`src/rtl/homeDirPkg.sv`:
```
`timescale 1ns/1ps
package homeDirPkg;

  typedef enum logic [1:0] {
    LK_SHARED  = 2'd0,
    LK_OWNED   = 2'd1,
    LK_INVWAIT = 2'd2,
    LK_RECALL  = 2'd3
  } lineKind_e;

  typedef enum logic [2:0] {
    MC_SHREP   = 3'd0,
    MC_EXREP   = 3'd1,
    MC_INVREQ  = 3'd2,
    MC_WBREQ   = 3'd3,
    MC_FLUSHRQ = 3'd4
  } msgCmd_e;

  localparam logic [1:0] RC_INVACK = 2'd0;
  localparam logic [1:0] RC_WBACK  = 2'd1;
  localparam logic [1:0] RC_FLUSH  = 2'd2;

  typedef struct packed {
    logic      wrState;
    lineKind_e newKind;
    logic      wrMem;
    logic      sendMsg;
    msgCmd_e   cmd;
  } ctlStrobe_t;

endpackage

```
`src/rtl/homeDirCtl.sv`:
```
`timescale 1ns/1ps
module homeDirCtl
  import homeDirPkg::*;
#(
  parameter int NUM_CHILD = 4,
  localparam int ID_W = $clog2(NUM_CHILD)
) (
  input  logic                 clk,
  input  logic                 rstN,
  input  logic                 reqValid,
  input  logic [ID_W-1:0]      reqSrc,
  input  logic                 reqEx,
  input  logic                 rspValid,
  input  logic [ID_W-1:0]      rspSrc,
  input  logic [1:0]           rspCmd,
  input  lineKind_e            curKind,
  input  logic [NUM_CHILD-1:0] curDir,
  input  logic [ID_W-1:0]      curOwner,
  output logic                 reqReady,
  output ctlStrobe_t           strobe,
  output logic [NUM_CHILD-1:0] newDir,
  output logic [ID_W-1:0]      newOwner,
  output logic [NUM_CHILD-1:0] msgDst
);

  logic [NUM_CHILD-1:0] reqMask, rspMask, otherSharers, ownerMask;

  assign reqMask      = NUM_CHILD'(1) << reqSrc;
  assign rspMask      = NUM_CHILD'(1) << rspSrc;
  assign ownerMask    = NUM_CHILD'(1) << curOwner;
  assign otherSharers = curDir & ~reqMask;

  always_comb begin
    strobe   = '{wrState: 1'b0, newKind: curKind, wrMem: 1'b0,
                 sendMsg: 1'b0, cmd: MC_SHREP};
    newDir   = curDir;
    newOwner = curOwner;
    msgDst   = '0;
    reqReady = 1'b0;
    if (rspValid) begin
      unique case (rspCmd)
        RC_INVACK: begin
          strobe.wrState = 1'b1;
          newDir = curDir & ~rspMask;
          if (curKind == LK_INVWAIT && newDir == '0) strobe.newKind = LK_SHARED;
        end
        RC_WBACK: begin
          strobe.wrState = 1'b1;
          strobe.wrMem   = 1'b1;
          strobe.newKind = LK_SHARED;
          newDir = rspMask;
        end
        RC_FLUSH: begin
          strobe.wrState = 1'b1;
          strobe.wrMem   = 1'b1;
          strobe.newKind = LK_SHARED;
          newDir = '0;
        end
        default: ;
      endcase
    end else if (reqValid) begin
      unique case (curKind)
        LK_SHARED: begin
          strobe.wrState = 1'b1;
          strobe.sendMsg = 1'b1;
          if (!reqEx) begin
            reqReady   = 1'b1;
            newDir     = curDir | reqMask;
            strobe.cmd = MC_SHREP;
            msgDst     = reqMask;
          end else if (otherSharers == '0) begin
            reqReady       = 1'b1;
            strobe.newKind = LK_OWNED;
            newDir         = '0;
            newOwner       = reqSrc;
            strobe.cmd     = MC_EXREP;
            msgDst         = reqMask;
          end else begin
            strobe.newKind = LK_INVWAIT;
            newDir         = otherSharers;
            strobe.cmd     = MC_INVREQ;
            msgDst         = otherSharers;
          end
        end
        LK_OWNED: begin
          strobe.wrState = 1'b1;
          strobe.sendMsg = 1'b1;
          strobe.newKind = LK_RECALL;
          strobe.cmd     = reqEx ? MC_FLUSHRQ : MC_WBREQ;
          msgDst         = ownerMask;
        end
        default: ;
      endcase
    end
  end

  // a request against a transient line neither advances nor talks
  p_transient_stall_r6: assert property (@(posedge clk) disable iff (!rstN)
    (reqValid && (curKind == LK_INVWAIT || curKind == LK_RECALL))
      |-> (!reqReady && !strobe.sendMsg));

endmodule

```
`src/rtl/homeDirData.sv`:
```
`timescale 1ns/1ps
module homeDirData
  import homeDirPkg::*;
#(
  parameter int NUM_CHILD = 4,
  parameter int NUM_LINES = 4,
  parameter int DATA_W    = 32,
  localparam int ID_W   = $clog2(NUM_CHILD),
  localparam int LINE_W = $clog2(NUM_LINES)
) (
  input  logic                 clk,
  input  logic                 rstN,
  input  logic [LINE_W-1:0]    selLine,
  input  ctlStrobe_t           strobe,
  input  logic [NUM_CHILD-1:0] newDir,
  input  logic [ID_W-1:0]      newOwner,
  input  logic [NUM_CHILD-1:0] msgDst,
  input  logic [DATA_W-1:0]    wrData,
  output lineKind_e            curKind,
  output logic [NUM_CHILD-1:0] curDir,
  output logic [ID_W-1:0]      curOwner,
  output logic                 outValid,
  output logic [2:0]           outCmd,
  output logic [NUM_CHILD-1:0] outDst,
  output logic [LINE_W-1:0]    outLine,
  output logic [DATA_W-1:0]    outData
);

  lineKind_e            kindQ  [NUM_LINES];
  logic [NUM_CHILD-1:0] dirQ   [NUM_LINES];
  logic [ID_W-1:0]      ownerQ [NUM_LINES];
  logic [DATA_W-1:0]    memQ   [NUM_LINES];

  assign curKind  = kindQ[selLine];
  assign curDir   = dirQ[selLine];
  assign curOwner = ownerQ[selLine];

  for (genvar g = 0; g < NUM_LINES; g++) begin : g_line
    always_ff @(posedge clk) begin
      if (!rstN) begin
        kindQ[g]  <= LK_SHARED;
        dirQ[g]   <= '0;
        ownerQ[g] <= '0;
        memQ[g]   <= '0;
      end else if (selLine == LINE_W'(g)) begin
        if (strobe.wrState) begin
          kindQ[g]  <= strobe.newKind;
          dirQ[g]   <= newDir;
          ownerQ[g] <= newOwner;
        end
        if (strobe.wrMem) memQ[g] <= wrData;
      end
    end
  end

  always_ff @(posedge clk) begin
    if (!rstN) begin
      outValid <= 1'b0;
      outCmd   <= '0;
      outDst   <= '0;
      outLine  <= '0;
      outData  <= '0;
    end else begin
      outValid <= strobe.sendMsg;
      outCmd   <= strobe.cmd;
      outDst   <= msgDst;
      outLine  <= selLine;
      outData  <= memQ[selLine];
    end
  end

  // an invalidating line always still waits on at least one acknowledge
  p_invwait_nonempty_r7: assert property (@(posedge clk) disable iff (!rstN)
    (curKind == LK_INVWAIT) |-> (curDir != '0));

endmodule

```
`src/rtl/homeDirectory.sv`:
```
`timescale 1ns/1ps
module homeDirectory
  import homeDirPkg::*;
#(
  parameter int NUM_CHILD = 4,
  parameter int NUM_LINES = 4,
  parameter int DATA_W    = 32,
  localparam int ID_W   = $clog2(NUM_CHILD),
  localparam int LINE_W = $clog2(NUM_LINES)
) (
  input  logic                 clk,
  input  logic                 rstN,
  input  logic                 reqValid,
  input  logic [ID_W-1:0]      reqSrc,
  input  logic                 reqEx,
  input  logic [LINE_W-1:0]    reqLine,
  output logic                 reqReady,
  input  logic                 rspValid,
  input  logic [ID_W-1:0]      rspSrc,
  input  logic [1:0]           rspCmd,
  input  logic [LINE_W-1:0]    rspLine,
  input  logic [DATA_W-1:0]    rspData,
  output logic                 outValid,
  output logic [2:0]           outCmd,
  output logic [NUM_CHILD-1:0] outDst,
  output logic [LINE_W-1:0]    outLine,
  output logic [DATA_W-1:0]    outData
);

  ctlStrobe_t           strobe;
  lineKind_e            curKind;
  logic [NUM_CHILD-1:0] curDir, newDir, msgDst;
  logic [ID_W-1:0]      curOwner, newOwner;
  logic [LINE_W-1:0]    selLine;

  // replies own the directory port whenever present
  assign selLine = rspValid ? rspLine : reqLine;

  homeDirCtl #(.NUM_CHILD(NUM_CHILD)) ctl (
    .clk(clk), .rstN(rstN),
    .reqValid(reqValid), .reqSrc(reqSrc), .reqEx(reqEx),
    .rspValid(rspValid), .rspSrc(rspSrc), .rspCmd(rspCmd),
    .curKind(curKind), .curDir(curDir), .curOwner(curOwner),
    .reqReady(reqReady), .strobe(strobe),
    .newDir(newDir), .newOwner(newOwner), .msgDst(msgDst)
  );

  homeDirData #(.NUM_CHILD(NUM_CHILD), .NUM_LINES(NUM_LINES), .DATA_W(DATA_W)) dp (
    .clk(clk), .rstN(rstN), .selLine(selLine),
    .strobe(strobe), .newDir(newDir), .newOwner(newOwner), .msgDst(msgDst),
    .wrData(rspData),
    .curKind(curKind), .curDir(curDir), .curOwner(curOwner),
    .outValid(outValid), .outCmd(outCmd), .outDst(outDst),
    .outLine(outLine), .outData(outData)
  );

  p_shared_grant_r2: assert property (@(posedge clk) disable iff (!rstN)
    (reqValid && reqReady && !reqEx)
      |=> (outValid && outCmd == MC_SHREP && outDst == (NUM_CHILD'(1) << $past(reqSrc))));

  p_excl_single_r3: assert property (@(posedge clk) disable iff (!rstN)
    (outValid && outCmd == MC_EXREP) |-> ($countones(outDst) == 1));

  p_inv_skips_req_r4: assert property (@(posedge clk) disable iff (!rstN)
    (outValid && outCmd == MC_INVREQ)
      |-> (outDst != '0 && (outDst & (NUM_CHILD'(1) << $past(reqSrc))) == '0));

  p_recall_holds_r5: assert property (@(posedge clk) disable iff (!rstN)
    (outValid && (outCmd == MC_WBREQ || outCmd == MC_FLUSHRQ || outCmd == MC_INVREQ))
      |-> !$past(reqReady));

  p_reply_first_r10: assert property (@(posedge clk) disable iff (!rstN)
    rspValid |-> !reqReady);

  p_reply_silent_r10: assert property (@(posedge clk) disable iff (!rstN)
    rspValid |=> !outValid);

endmodule

```
`config.mk`:
```
export PLATFORM = sky130hd
export DESIGN_NAME = homeDirectory
export DESIGN_NICKNAME = d
export VERILOG_FILES = /design/src/rtl/homeDirPkg.sv /design/src/rtl/homeDirCtl.sv /design/src/rtl/homeDirData.sv /design/src/rtl/homeDirectory.sv
export SDC_FILE = /design/constraint.sdc
export NUM_CORES = 1
export LEC_CHECK = 0
export BUFFER_PORTS_ARGS = -buffer_cell sky130_fd_sc_hd__buf_2
export CAP_MARGIN = 25
export CELL_PAD_IN_SITES_DETAIL_PLACEMENT = 1
export CELL_PAD_IN_SITES_GLOBAL_PLACEMENT = 2
export CORE_ASPECT_RATIO = 1.2
export CORE_MARGIN = 8
export CORE_UTILIZATION = 43
export CTS_BUF_LIST = sky130_fd_sc_hd__clkbuf_4 sky130_fd_sc_hd__clkbuf_8
export DETAILED_ROUTE_END_ITERATION = 10
export PLACE_DENSITY_LB_ADDON = 0.1
export REMOVE_ABC_BUFFERS = 1
export SYNTH_ARGS = -nofsm -noshare
export SYNTH_HDL_FRONTEND = slang
export SYNTH_HIERARCHICAL = 1
export SYNTH_SLANG_ARGS = --single-unit
```
`constraint.sdc`:
```
create_clock -name clk -period 5.55 [get_ports clk]
set_input_delay 0.555 -clock clk [delete_from_list [all_inputs] [get_ports clk]]
set_output_delay 0.555 -clock clk [all_outputs]
set_load 0.02 [all_outputs]
```
# Yosys cells after proc, flatten, opt, wreduce, memory -nomap -nowiden
# Memory sizes are Yosys's and may differ from the RTL's. A register that Yosys moved wholly into a read port is not among the register bits.
# Index checks and enable logic that the tools add are counted.
# totals
out_inout_bits	43
n_memories	4
register_bits	10
ramBits	160
in_bits	47
# op_classes
eq_ne	7
n_reduce_logical	9
muxes	76
shifts	3
n_bitwise	23
# memory_table
name	depth	width	read_ports	rd_clocked_by_memory_dff	wr	line_no	rtl
dp.memQ	4	32	1	1	4	homeDirData.sv:32	logic [DATA_W-1:0] memQ [NUM_LINES];
dp.dirQ	4	4	1	0	4	homeDirData.sv:30	logic [NUM_CHILD-1:0] dirQ [NUM_LINES];
dp.kindQ	4	2	1	0	4	homeDirData.sv:29	lineKind_e kindQ [NUM_LINES];
dp.ownerQ	4	2	1	0	4	homeDirData.sv:31	logic [ID_W-1:0] ownerQ [NUM_LINES];
# ops
operator	n
32-bit two-way mux	4
4-bit two-way mux	11
2-bit two-way mux	18
1-bit two-way mux	34
1-bit OR	16
4-bit case mux with 2 select lines	2
3-bit two-way mux	4
3-bit case mux with 2 select lines	2
4-bit case mux with 3 select lines	1
1-bit by 2-bit << shifter with 4-bit output, first input constant	3
4-bit bitwise AND	2
2-bit == test, second input constant	4
4-bit zero test	2
4-bit NOT	2
2-bit by 1-bit == test with 1-bit output, second input constant	3
2-bit zero test	3
4-bit OR	1
3-bit OR reduction	1
1-bit NOT	2
2-bit OR reduction	1
1-bit logical AND	1
1-bit zero test	1

# Longest topological paths before layout
# depth
word_depth	14
depth_mapped	10
ltp_nobuf	7

# Hierarchy
# Netlist, hierarchy kept.
# modules_own_cells
module	area_per_inst_um2	instances	seq_area_each_um2	cells_per_inst
homeDirData	8152.8	1	5645.4	535
homeDirCtl	638.1	1	0.0	98
homeDirectory	22.5	1	0.0	2

# Worst setup path before layout
# Ideal clock, no wire load.
# synth_path
path_kind	input -> register
startpoint	input rspValid
endpoint	memory dp.memQ[0][0] (enable)
t_arrival_ns	3.772
path_stages	5
required_ns	5.080
path_buffers	3
slack_ns	1.308
path_cell_list	mux2_2 -> buf_4 -> buf_6 -> buf_2 -> o31ai_1
# synth_lines
element	line_no	rtl
start: declaration	homeDirectory.sv:18	input logic rspValid,
end: declaration	homeDirData.sv:32	

# Worst setup path after layout
# layout_path
startpoint	input rspValid
endpoint	output reqReady
# layout_via
elab_chain_len	9
word_cells_on_any_way	11
classes_between	6 x mux; 1 x bitwise; 2 x reduce/logical; 2 x memory
# layout_lines
element	line_no	rtl
2-bit two-way mux	homeDirectory.sv:37	assign selLine = rspValid ? rspLine : reqLine;
via selLine[1]	homeDirectory.sv:34	logic [LINE_W-1:0] selLine;
memory 4 x 4 bit	n/a	
via curDir[1]	homeDirectory.sv:32	logic [NUM_CHILD-1:0] curDir, newDir, msgDst;
4-bit bitwise AND	homeDirCtl.sv:31	assign otherSharers = curDir & ~reqMask;
4-bit zero test	homeDirCtl.sv:71	end else if (otherSharers == '0) begin
1-bit two-way mux	homeDirCtl.sv:71	
1-bit two-way mux	homeDirCtl.sv:66	if (!reqEx) begin
1-bit two-way mux	homeDirCtl.sv:62	unique case (curKind)
1-bit two-way mux	homeDirCtl.sv:61	end else if (reqValid) begin
1-bit two-way mux	homeDirCtl.sv:40	if (rspValid) begin
end: declaration	homeDirectory.sv:17	output logic reqReady,
# The timed path passes the listed nets, and every way through them passes these cells.

==> flow_metrics.env <==
export IMPL_status="finished clean"
export IMPL_post_layout_total_power_mw=3.61
export IMPL_post_cts_setup_buffers=0
export IMPL_mean_area_per_synthesized_cell_sq_um=13.9
export IMPL_clkSinkCount=202
export IMPL_final_antenna_net_count=0
export IMPL_initialDrtViolationCount=234
export IMPL_cts_max_level=2
export IMPL_fin_util_pct=50.4
export IMPL_synth_to_final_area_change_pct=15.4
export IMPL_drive_gt1_share_pct=24.1
export IMPL_critPathSlowestCell="mux2_4"
export IMPL_final_min_clock_period_ns=3.76
export IMPL_critical_path_required_ns=4.99
export IMPL_detail_route_first_pass_iterations=4
export IMPL_postSynthRegisterBits=202
export IMPL_critical_path_startpoint_type="input port"
export IMPL_layout_nets=781
export IMPL_crit_top_cell="buf_2"
export IMPL_timing_max_transition_violations_final=0
export IMPL_post_synth_edffs=160
export IMPL_maxSlewHeadroom_pct=33.2
export IMPL_syn_instance_count=635
export IMPL_ctsRootBufferMaster="clkbuf_8"
export IMPL_placement_io_buffers=89
export IMPL_fp_coreArea_sq_um=20200
export IMPL_seq_total_area_yosys_pct=64.1
export IMPL_totalNegativeSetupSlack_ns=0
export IMPL_count_of_final_hold_check_violations=0
export IMPL_crit_path_cell_trace="buf_2 -> mux2_4 -> mux4_2 -> or3_4 -> nor3_4 -> nor3b_2 -> nor3_1 -> buf_2"
export IMPL_diodes=0
export IMPL_achievable_frequency_ghz=0.266
export IMPL_max_clock_path_buffers=3
export IMPL_powerDensity_nw_per_um2=355
export IMPL_postSynth_topFlopCell="edfxtp_1"
export IMPL_worst_setup_path_type="input port to output pin"
export IMPL_grt_setup_unrepaired="no"
export IMPL_tritoncts="yes"
export IMPL_ff2ff_setup_slack_ns=2.87
export IMPL_average_detailed_routed_wire_length_per_instance_um=21.5
export IMPL_timing_final_crit_share_pct=67.7
export IMPL_rows=57
export IMPL_setup_viol_count_final=0
export IMPL_worst_skew_pair_late_latency_ns=0.50
export IMPL_die_h_um=173
export IMPL_grt_start_max_net_pins=57
export IMPL_dieWidth_um=147
export IMPL_final_hold_worst_slack_ns=0.360
export IMPL_power_leakage_nw=4.07
export IMPL_clkSlewWorstSetupHoldPaths_ns=0.06
export IMPL_number_of_top_level_pins=90
export IMPL_vias_per_cell=5.27
export IMPL_globalRoute_totalOverflow=0
export IMPL_number_of_global_route_vias_before_repair=6131
export IMPL_yosys_warnings=6
export IMPL_vias=5378
export IMPL_numCtsBuffers=34
export IMPL_ctsHoldBuffers=0
export IMPL_gr_usage_all_layers_pct=17.4
export IMPL_routed_wl_um=22000
export IMPL_critical_path_max_fanout=56
export IMPL_critPathArrivalTime_ns=3.20
export IMPL_initial_utilization_pct=43.7
export IMPL_grt_first_pass_wirelength_um=34400
export IMPL_syn_area_sq_um=8810
export IMPL_final_fill_count=2048
export IMPL_async_flop_share_pct=0
export IMPL_route_detailed_drc=0
export IMPL_worst_path_largest_cell_delay_ns=0.84
export IMPL_min_path_type="input port to flop"
export IMPL_worst_margin_pin_slew_ns=0.998
export IMPL_setup_worst_path_end_class="output pin"
export IMPL_fp_dieArea_sq_um=25400
export IMPL_post_cts_resize_count=0
export IMPL_gp_congestion=0.793
export IMPL_max_cap_viol_count=0
export IMPL_dp_hpwl_um=13700
export IMPL_antenna_found_initial=1
export IMPL_clock_skew_final_ns=0.0124
export IMPL_post_synth_num_cell_types=48
export IMPL_ir_drop_uv=225
## per-stage QoR
step           instance area (sq um)  cells  worst slack [ns]
6_report                       10200   1020              1.79
5_1_grt                        10200   1020              1.64
4_1_cts                        10100   1019              1.76
3_5_place_dp                    9400    959              1.68
3_3_place_gp                    9390    958              1.49
2_1_floorplan                   8540    597             0.858
## logic make-up after synthesis
logic type | count (synthesis) | share of synthesized area, %
buf+inv | 47 | 3.52
compound gates | 66 | 5.15
flops | 202 | 64.1
fa+ha+maj | 3 | 0.426
simple gates | 239 | 16.8
mux | 78 | 10.1
## worst max-delay path: cells and delay by family
kind / cells / cell delay, ns
buf+inv: 2 / 0.33
mux: 2 / 1.36
simple gates: 4 / 0.93
## final cells by class
cell class / instances / area [sq um] / share of cell area (%)
clock buffers: 51 / 627 / 6.16
inverters: 9 / 33.8 / 0.332
flip-flops and latches: 202 / 5650 / 55.5
repair buffers: 98 / 523 / 5.14
well taps: 265 / 332 / 3.26
clock inverters: 9 / 123 / 1.21
multi-input cells: 386 / 2890 / 28.4
## report_power, final
group | switching [mW] | leakage [nW] | internal, mW | total, mW
clock | 0.578 | 0.398 | 0.864 | 1.44
combinational | 0.247 | 1.75 | 0.134 | 0.382
sequential | 0.0314 | 1.92 | 1.75 | 1.78
## path summary, 6_finish.rpt
| check | cells past startpoint | from | endpoint |
|---|---|---|---|
| max | 8 | rspValid | reqReady |
| min | 2 | rspData[16] | dp/memQ[2][16] |
| max reg2reg | 6 | dp/kindQ[2][1] | dp/dirQ[0][0] |
| min reg2reg | 2 | dp/memQ[3][17] | dp/outData[17] |
## cell usage after synthesis, types with 3 or more instances
master,instances,area (sq um)
buf_6,13,146
o22ai_1,35,219
nand3b_1,4,30.0
o31ai_1,3,22.5
clkbuf_1,3,11.3
nor3_1,3,15.0
inv_1,9,33.8
buf_4,4,30.0
edfxtp_1,160,4800
a21oi_1,5,25.0
mux2i_1,65,651
ha_1,3,37.5
a211oi_1,5,37.5
nor2b_1,5,31.3
mux4_2,8,180
mux2_2,3,33.8
and2_1,171,1070
nand2_1,17,63.8
buf_2,17,85.1
o21ai_0,4,20.0
a311oi_1,3,26.3
nor2_1,13,48.8
nand2b_1,3,18.8
dfxtp_1,42,841
and4b_1,4,40.0
nand3_1,4,20.0
## cell usage in the layout (no fill, tap or decap), drive strengths merged, types with 3 or more instances in the layout
cell type / netlist / routed
a211oi: 5 / 5
a21oi: 5 / 5
a311oi: 3 / 3
and2: 171 / 171
and4b: 4 / 4
buf: 35 / 98
bufinv: 0 / 3
clkbuf: 3 / 51
clkinv: 0 / 5
dfxtp: 42 / 42
edfxtp: 160 / 160
ha: 3 / 3
inv: 9 / 9
mux2: 5 / 5
mux2i: 65 / 65
mux4: 8 / 8
nand2: 17 / 17
nand2b: 3 / 3
nand3: 4 / 4
nand3b: 4 / 4
nor2: 13 / 13
nor2b: 5 / 5
nor3: 4 / 4
nor3b: 3 / 3
o21ai: 4 / 4
o22ai: 35 / 35
o31ai: 3 / 3
or3: 3 / 3
## sequential cells by signal, indices dropped and copies added (netlist names)
| register | count |
|---|---|
| dp/outValid | 1 |
| dp/ownerQ | 8 |
| dp/outData | 32 |
| dp/outLine | 2 |
| dp/outDst | 4 |
| dp/memQ | 128 |
| dp/dirQ | 16 |
| dp/outCmd | 3 |
| dp/kindQ | 8 |
## per-layer routing
metal  GRT usage (%)  vias up  wire length (um)
met5               0        -                13
met1            18.8     2699              8700
met3            3.68       51               817
met4            6.84        2               643
met2            32.3      108             11800
li1                -     2518                 -
No activity file was read; power rests on OpenSTA's default activity.
